$ cat src/rtl/page_esc_pkg.sv
package page_esc_pkg;
  localparam int SUB_W   = 3;
  localparam int LEN_W   = 4;
  localparam int STACK_N = 4;
  localparam int ENT_W   = SUB_W + LEN_W;
  localparam int DEP_W   = $clog2(STACK_N + 1);
  localparam int REG_W   = 32;
  localparam int DEP_LSB = ENT_W * STACK_N;
  localparam logic [LEN_W-1:0] LEN_PERM = '1;

  typedef struct packed {
    logic [SUB_W-1:0] page;
    logic [LEN_W-1:0] len;
  } pes_entry_t;

  typedef pes_entry_t [STACK_N-1:0] pes_stack_t;
endpackage

$ cat src/rtl/pes_branch_filter.sv
module pes_branch_filter
  import page_esc_pkg::*;
(
  input  logic             branch_i,
  input  pes_stack_t       stk_i,
  input  logic [DEP_W-1:0] dep_i,
  output pes_stack_t       stk_o,
  output logic [DEP_W-1:0] dep_o
);
  logic [DEP_W-1:0] keep;

  always_comb begin
    stk_o = stk_i;
    dep_o = dep_i;
    keep  = '0;
    if (branch_i) begin
      stk_o = '0;
      for (int i = 0; i < STACK_N; i++) begin
        if (DEP_W'(i) < dep_i && stk_i[i].len == LEN_PERM) begin
          stk_o[keep[DEP_W-2:0]] = stk_i[i];
          keep = keep + 1'b1;
        end
      end
      dep_o = keep;
    end
  end
endmodule

$ cat src/rtl/pes_cmd_update.sv
module pes_cmd_update
  import page_esc_pkg::*;
(
  input  pes_stack_t       stk_i,
  input  logic [DEP_W-1:0] dep_i,
  input  logic             retire_i,
  input  logic             sel_i,
  input  pes_entry_t       sel_ent_i,
  input  logic             pop_i,
  input  logic             base_i,
  output pes_stack_t       stk_o,
  output logic [DEP_W-1:0] dep_o
);
  localparam logic [DEP_W-1:0] FULL = DEP_W'(STACK_N);
  logic [DEP_W-2:0] top;

  always_comb begin
    top   = (dep_i == '0) ? '0 : DEP_W'(dep_i - 1'b1);
    stk_o = stk_i;
    dep_o = dep_i;
    if (base_i) begin
      stk_o = '0;
      dep_o = '0;
    end else if (pop_i) begin
      if (dep_i != '0) begin
        stk_o[top] = '0;
        dep_o = dep_i - 1'b1;
      end
    end else if (sel_i) begin
      if (dep_i >= FULL) begin
        stk_o[STACK_N-1] = sel_ent_i;
      end else begin
        stk_o[dep_i[DEP_W-2:0]] = sel_ent_i;
        dep_o = dep_i + 1'b1;
      end
    end else if (retire_i && dep_i != '0) begin
      if (stk_i[top].len != LEN_PERM && stk_i[top].len != '0) begin
        if (stk_i[top].len == LEN_W'(1)) begin
          stk_o[top] = '0;
          dep_o = dep_i - 1'b1;
        end else begin
          stk_o[top].len = stk_i[top].len - 1'b1;
        end
      end
    end
  end
endmodule

$ cat src/rtl/page_esc_stack.sv
module page_esc_stack
  import page_esc_pkg::*;
(
  input  logic             clk,
  input  logic             rst_n,
  input  logic             retire_i,
  input  logic             sel_i,
  input  logic [SUB_W-1:0] sel_page_i,
  input  logic [LEN_W-1:0] sel_len_i,
  input  logic             pop_i,
  input  logic             base_i,
  input  logic             branch_i,
  input  logic             csr_we_i,
  input  logic [REG_W-1:0] csr_wdata_i,
  output logic [SUB_W-1:0] page_o,
  output logic             default_o,
  output logic [REG_W-1:0] csr_rdata_o
);
  localparam logic [DEP_W-1:0] FULL = DEP_W'(STACK_N);

  pes_stack_t       stk_q, stk_f, stk_n;
  logic [DEP_W-1:0] dep_q, dep_f, dep_n, wr_dep;
  pes_entry_t       sel_ent, top_ent;

  assign sel_ent = '{page: sel_page_i, len: sel_len_i};

  pes_branch_filter u_filter (
    .branch_i (branch_i),
    .stk_i    (stk_q),
    .dep_i    (dep_q),
    .stk_o    (stk_f),
    .dep_o    (dep_f)
  );

  pes_cmd_update u_update (
    .stk_i     (stk_f),
    .dep_i     (dep_f),
    .retire_i  (retire_i),
    .sel_i     (sel_i),
    .sel_ent_i (sel_ent),
    .pop_i     (pop_i),
    .base_i    (base_i),
    .stk_o     (stk_n),
    .dep_o     (dep_n)
  );

  assign wr_dep = (csr_wdata_i[DEP_LSB +: DEP_W] > FULL) ? FULL
                                                         : csr_wdata_i[DEP_LSB +: DEP_W];

  always_ff @(posedge clk or negedge rst_n) begin
    if (!rst_n) begin
      stk_q <= '0;
      dep_q <= '0;
    end else if (csr_we_i) begin
      stk_q <= csr_wdata_i[DEP_LSB-1:0];
      dep_q <= wr_dep;
    end else begin
      stk_q <= stk_n;
      dep_q <= dep_n;
    end
  end

  assign top_ent     = (dep_q == '0) ? '0 : stk_q[DEP_W'(dep_q - 1'b1)];
  assign default_o   = (dep_q == '0);
  assign page_o      = top_ent.page;
  assign csr_rdata_o = REG_W'({dep_q, stk_q});

  logic no_cmd;
  assign no_cmd = !csr_we_i && !sel_i && !pop_i && !base_i && !branch_i;


  depth_range_chk: assert property (@(posedge clk) disable iff (!rst_n)
    dep_q <= FULL);


  base_page_chk: assert property (@(posedge clk) disable iff (!rst_n)
    default_o |-> page_o == '0);


  write_wins_chk: assert property (@(posedge clk) disable iff (!rst_n)
    (csr_we_i && csr_wdata_i[DEP_LSB +: DEP_W] <= FULL)
      |=> csr_rdata_o == {1'b0, $past(csr_wdata_i[REG_W-2:0])});


  base_cmd_chk: assert property (@(posedge clk) disable iff (!rst_n)
    (base_i && !csr_we_i) |=> default_o && csr_rdata_o == '0);


  sel_push_chk: assert property (@(posedge clk) disable iff (!rst_n)
    (sel_i && !csr_we_i && !pop_i && !base_i)
      |=> !default_o && page_o == $past(sel_page_i));


  countdown_chk: assert property (@(posedge clk) disable iff (!rst_n)
    (retire_i && no_cmd && !default_o && top_ent.len > LEN_W'(1)
       && top_ent.len != LEN_PERM)
      |=> $stable(dep_q) && top_ent.len == $past(top_ent.len) - 1'b1);


  branch_perm_chk: assert property (@(posedge clk) disable iff (!rst_n)
    (branch_i && !csr_we_i && !sel_i && !pop_i && !base_i && !default_o
       && top_ent.len == LEN_PERM)
      |=> !default_o && page_o == $past(page_o));
endmodule

$ cat config.mk
export PLATFORM = sky130hd
export DESIGN_NAME = page_esc_stack
export DESIGN_NICKNAME = d
export VERILOG_FILES = /design/src/rtl/page_esc_pkg.sv /design/src/rtl/pes_branch_filter.sv /design/src/rtl/pes_cmd_update.sv /design/src/rtl/page_esc_stack.sv
export SDC_FILE = /design/constraint.sdc
export NUM_CORES = 1
export LEC_CHECK = 0
export BUFFER_PORTS_ARGS = -buffer_cell sky130_fd_sc_hd__buf_4
export CAP_MARGIN = 5
export CORE_MARGIN = 2
export CORE_UTILIZATION = 45
export CTS_CLUSTER_DIAMETER = 120
export CTS_CLUSTER_SIZE = 24
export DETAILED_ROUTE_END_ITERATION = 6
export HOLD_SLACK_MARGIN = 0.02
export PLACE_DENSITY = 0.69
export SLEW_MARGIN = 0
export SYNTH_ARGS = -nofsm -noshare
export SYNTH_HDL_FRONTEND = slang
export SYNTH_SLANG_ARGS = --single-unit
$ cat constraint.sdc
create_clock -name clk -period 7 [get_ports clk]
set_clock_uncertainty 0.05 [all_clocks]
set_input_delay 1.4 -clock clk [delete_from_list [all_inputs] [get_ports clk]]
set_output_delay 1.4 -clock clk [all_outputs]
set_load 0.01 [all_outputs]
==> run metrics <==
IO buf count=80; worst skew pair latency=around 280 ps; n_diodes=0; post-synthesis mux area share=0.09166; R2R depth=24; pin count of the biggest net entering global routing=33; final estimated routing congestion in global placement=between 0.9 and 1; area occupied by multi-input gates=between 2000 and 2500 sq um; Avg Inst Size Synth=8.355 sq um; clock slew at reported path FFs=about 70 ps; Tightest Hold Check Type=flop to flop; Mapped Area=3317 sq um; CP Cell Sequence=ha_1, and2b_1, nor2_1, nand2_1, inv_1, ha_1, xnor2_1, inv_1, ha_1, nand2_1, o211ai_1, a21boi_0, inv_1, ha_1, ha_1, clkinv_1, ha_2, o31ai_2, o32ai_1, mux2i_1, nand4b_1, nor2_4, mux2_4, a221o_1; Iter 0 DRT Violations=around 360; H-tree depth=2; simple-gate share of the synthesized area=0.2143; Syn Inst Count=between 300 and 400; RSZ-0062 raised after global routing=no; largest family of logic cells by synthesized area=compound AO/OA/AOI/OAI gates; Root Buffer=clkbuf_8; cts bufs inserted=5; share of cells above drive strength 1=0.2665; die area=between 8000 and 9000 sq um; post-synthesis compound-gate area fraction=0.3286; Synthesized Nets=~460; Most Frequent Cell on Critical Path=ha_1; Worst R2R Start=dep_q[0]$_DFF_PN0_; adder-cell area share of the yosys netlist=0.07167; die width=89.86 um; die height=around 90 um; Critical Path RT=roughly 7100 ps; Yosys reg bits=31; metal2 WL=approximately 5500 um; number of I/O pins=83; Async S/R FF share, synth=1.000; main flop type after synthesis=dfrtp_1; Tot GR Track Use=0.2747; CTS tree=yes; period utilisation layout=0.9315; CP startpoint kind=flop; Filler Cell Count=a little under 700; Vias/cell=6.412; Max VDD drop=0.0001042 V; Post-CTS Setup Bufs=0; CP startpoint=dep_q[0]$_DFF_PN0_; Routed WL per cell=just over 20 um; crit path buf inv count=4; Data arrival, critical path=around 6600 ps; vias=3,642; Area Growth Syn to Fin=22.93%; clk sinks=31; Finish-stage setup viols=0; DRC=0; core box area=7176 sq um; warning count from the yosys run=0; max frequency=around 0.15 GHz; final hold violations=0; initial antenna violation count=0; uppermost routed layer=met4; status=finished, final reports clean; CP max stage cell=dfrtp_1; Least-Margin Pin Slew=approximately 860 ps; Rel. slew slack=0.4111; first-pass GRT wire length=between 15,000 and 20,000 um; Leak Pwr=between 1.5 and 2 nW; Max Cap Violations=0; overflow left after global routing=0; Starting Density=0.4622; CP Capture Point=dep_q[1]$_DFF_PN0_; Tmin final=approximately 6500 ps; post-route ant nets=0; flip-flop and latch area=775.7 sq um; setup TNS=0 ps; pwr dens=roughly 160 nW/um^2; Post-Synth XOR/XNOR Area=0.01056; WL met1=around 5000 um; Post-synth EDFFs=0; Slew Viols, Final=0; RR Endpoint=dep_q[1]$_DFF_PN0_; NumNets Final=534; CP Depth=24; Clock Tree Buf Depth=2; Crit path max-delay family=adder cells; final WL=11,500 um; WHS=approximately 570 ps; Crit Path Class=flop to flop; CP peak stage delay=550 ps; crit path max fanout=14; Netlist cell types=between 70 and 80; placed wire-length estimate=about 9000 um; DR pass1 iterations=5; flop2flop setup slack=480 ps; CP endpoint kind=flop; met3 WL=approximately 750 um; Rows=31; sequential fraction of the synthesis area=0.2339; vias in the first global route=between 3,000 and 4,000
==> how the worst min path moves through the flow <==
stage                     cells past startpoint                 startpoint                        end  slack [ps]
final                                         2  csr_rdata_o[10]$_DFF_PN0_  csr_rdata_o[10]$_DFF_PN0_         570
after global routing                          2  csr_rdata_o[10]$_DFF_PN0_  csr_rdata_o[10]$_DFF_PN0_         600
after CTS                                     2  csr_rdata_o[10]$_DFF_PN0_  csr_rdata_o[10]$_DFF_PN0_         570
after detailed placement                      2  csr_rdata_o[10]$_DFF_PN0_  csr_rdata_o[10]$_DFF_PN0_         550
after global placement                        2  csr_rdata_o[10]$_DFF_PN0_  csr_rdata_o[10]$_DFF_PN0_         550
after floorplan                               2   csr_rdata_o[9]$_DFF_PN0_   csr_rdata_o[9]$_DFF_PN0_         570
==> cell type report <==
cell class | instances | share of cell area
clock buffers | 8 | 0.02455
well taps | 99 | 0.03038
flip-flops and latches | 31 | 0.1902
repair buffers | 86 | 0.1583
inverters | 13 | 0.01197
multi-input cells | 331 | 0.5845
==> synthesized netlist by cell type (all sizes together), types with 2 or more instances <==
library cell,n,share of area
a31o,5,0.013
nand4,7,0.013
mux2i,19,0.063
o21ai,30,0.045
nor3b,2,0.0060
a221oi,8,0.021
a21oi,17,0.028
and2b,2,0.0045
a211o,4,0.011
nor2b,8,0.015
o221ai,10,0.026
a22o,4,0.011
nand2,43,0.049
o22ai,3,0.0057
nand3,13,0.032
clkbuf,12,0.014
a211oi,3,0.0068
o32ai,4,0.011
o31ai,5,0.013
or2,2,0.0038
o41ai,2,0.0053
a311oi,2,0.0072
o211ai,5,0.011
nor3,5,0.0091
inv,11,0.012
and2,2,0.0038
xnor2,4,0.011
nor2,40,0.048
ha,19,0.072
and3,5,0.0094
mux4,3,0.020
clkinv,2,0.0023
a21o,3,0.0068
a221o,2,0.0060
dfrtp,31,0.23
mux2,2,0.0079
buf,10,0.020
o311ai,4,0.011
a31oi,2,0.0038
and4,3,0.0087
a22oi,26,0.059
==> cells in the final DEF, fill, tap and decap left out, types with 3 or more instances in the layout <==
cell type | netlist | routed
a211o_1 | 4 | 4
a22oi_1 | 26 | 26
clkbuf_8 | 0 | 7
inv_1 | 11 | 11
and3_1 | 5 | 5
ha_1 | 19 | 18
o311ai_0 | 3 | 3
o22ai_1 | 3 | 3
nand3_1 | 8 | 8
nand4_1 | 7 | 7
mux4_2 | 3 | 3
nor3_1 | 4 | 4
a221oi_1 | 8 | 8
o32ai_1 | 4 | 4
o31ai_1 | 4 | 4
nand3_2 | 3 | 3
dfrtp_1 | 31 | 31
a22o_1 | 4 | 4
o221ai_1 | 10 | 10
a31o_2 | 5 | 5
xnor2_1 | 4 | 4
a21oi_1 | 15 | 15
a211oi_1 | 3 | 3
o21ai_0 | 28 | 28
buf_4 | 2 | 86
nor2b_1 | 8 | 8
o211ai_1 | 5 | 5
nor2_1 | 39 | 39
nand2_1 | 43 | 43
mux2i_1 | 16 | 16
a21o_1 | 3 | 3
==> tightest hold or removal path, stage by stage, from the launching register on <==
cell and delay [ps]:
dfrtp_1 370, nor2_1 70, o221ai_1 150
==> power by group <==
| part | switching (W) | total [W] | internal (W) |
|---|---|---|---|
| Combinational | 0.000150 | 0.000266 | 0.000117 |
| Clock | 0.0000716 | 0.000161 | 0.0000898 |
| Sequential | 0.0000230 | 0.000216 | 0.000193 |
==> metrics by stage <==
step           utilization  std cells  setup WS [ps]  total power, W  cell area [sq um]
4_1_cts             0.5679        568          368.8       0.0006410               4075
5_1_grt             0.5683        568          87.68       0.0006761               4078
2_1_floorplan            -        397           1129       0.0003808               3317
6_report            0.5683        568          479.4       0.0006442               4078
3_3_place_gp        0.5540        560          560.7       0.0004759               3975
3_5_place_dp        0.5540        560          401.9       0.0004815               3975
==> logic make-up after synthesis <==
group	after synthesis
AOI/OAI and AO/OA	146
and+or+nand+nor	137
buffers and inverters	35
DFF	31
muxes	24
adders and majority gates	19
xor gates and xnor gates	4
other	1
==> per-layer routing <==
metal,track usage,up-vias
met1,0.3925,1768
met5,0,-
met2,0.4482,176
li1,-,1679
met4,0.06538,0
met3,0.03018,19
==> timing repair <==
action | 4_1_cts | 5_1_grt
hold endpoints to repair | 0 | 0
gates resized for setup | 0 | 1
endpoints found under the setup margin | 0 | 16
hold buffers | 0 | 0
==> sequential cells by signal (all words and copies together) (netlist names) <==
register,count
dep_q,3
csr_rdata_o,28
Note: power is estimated with default switching activity, not from simulation.
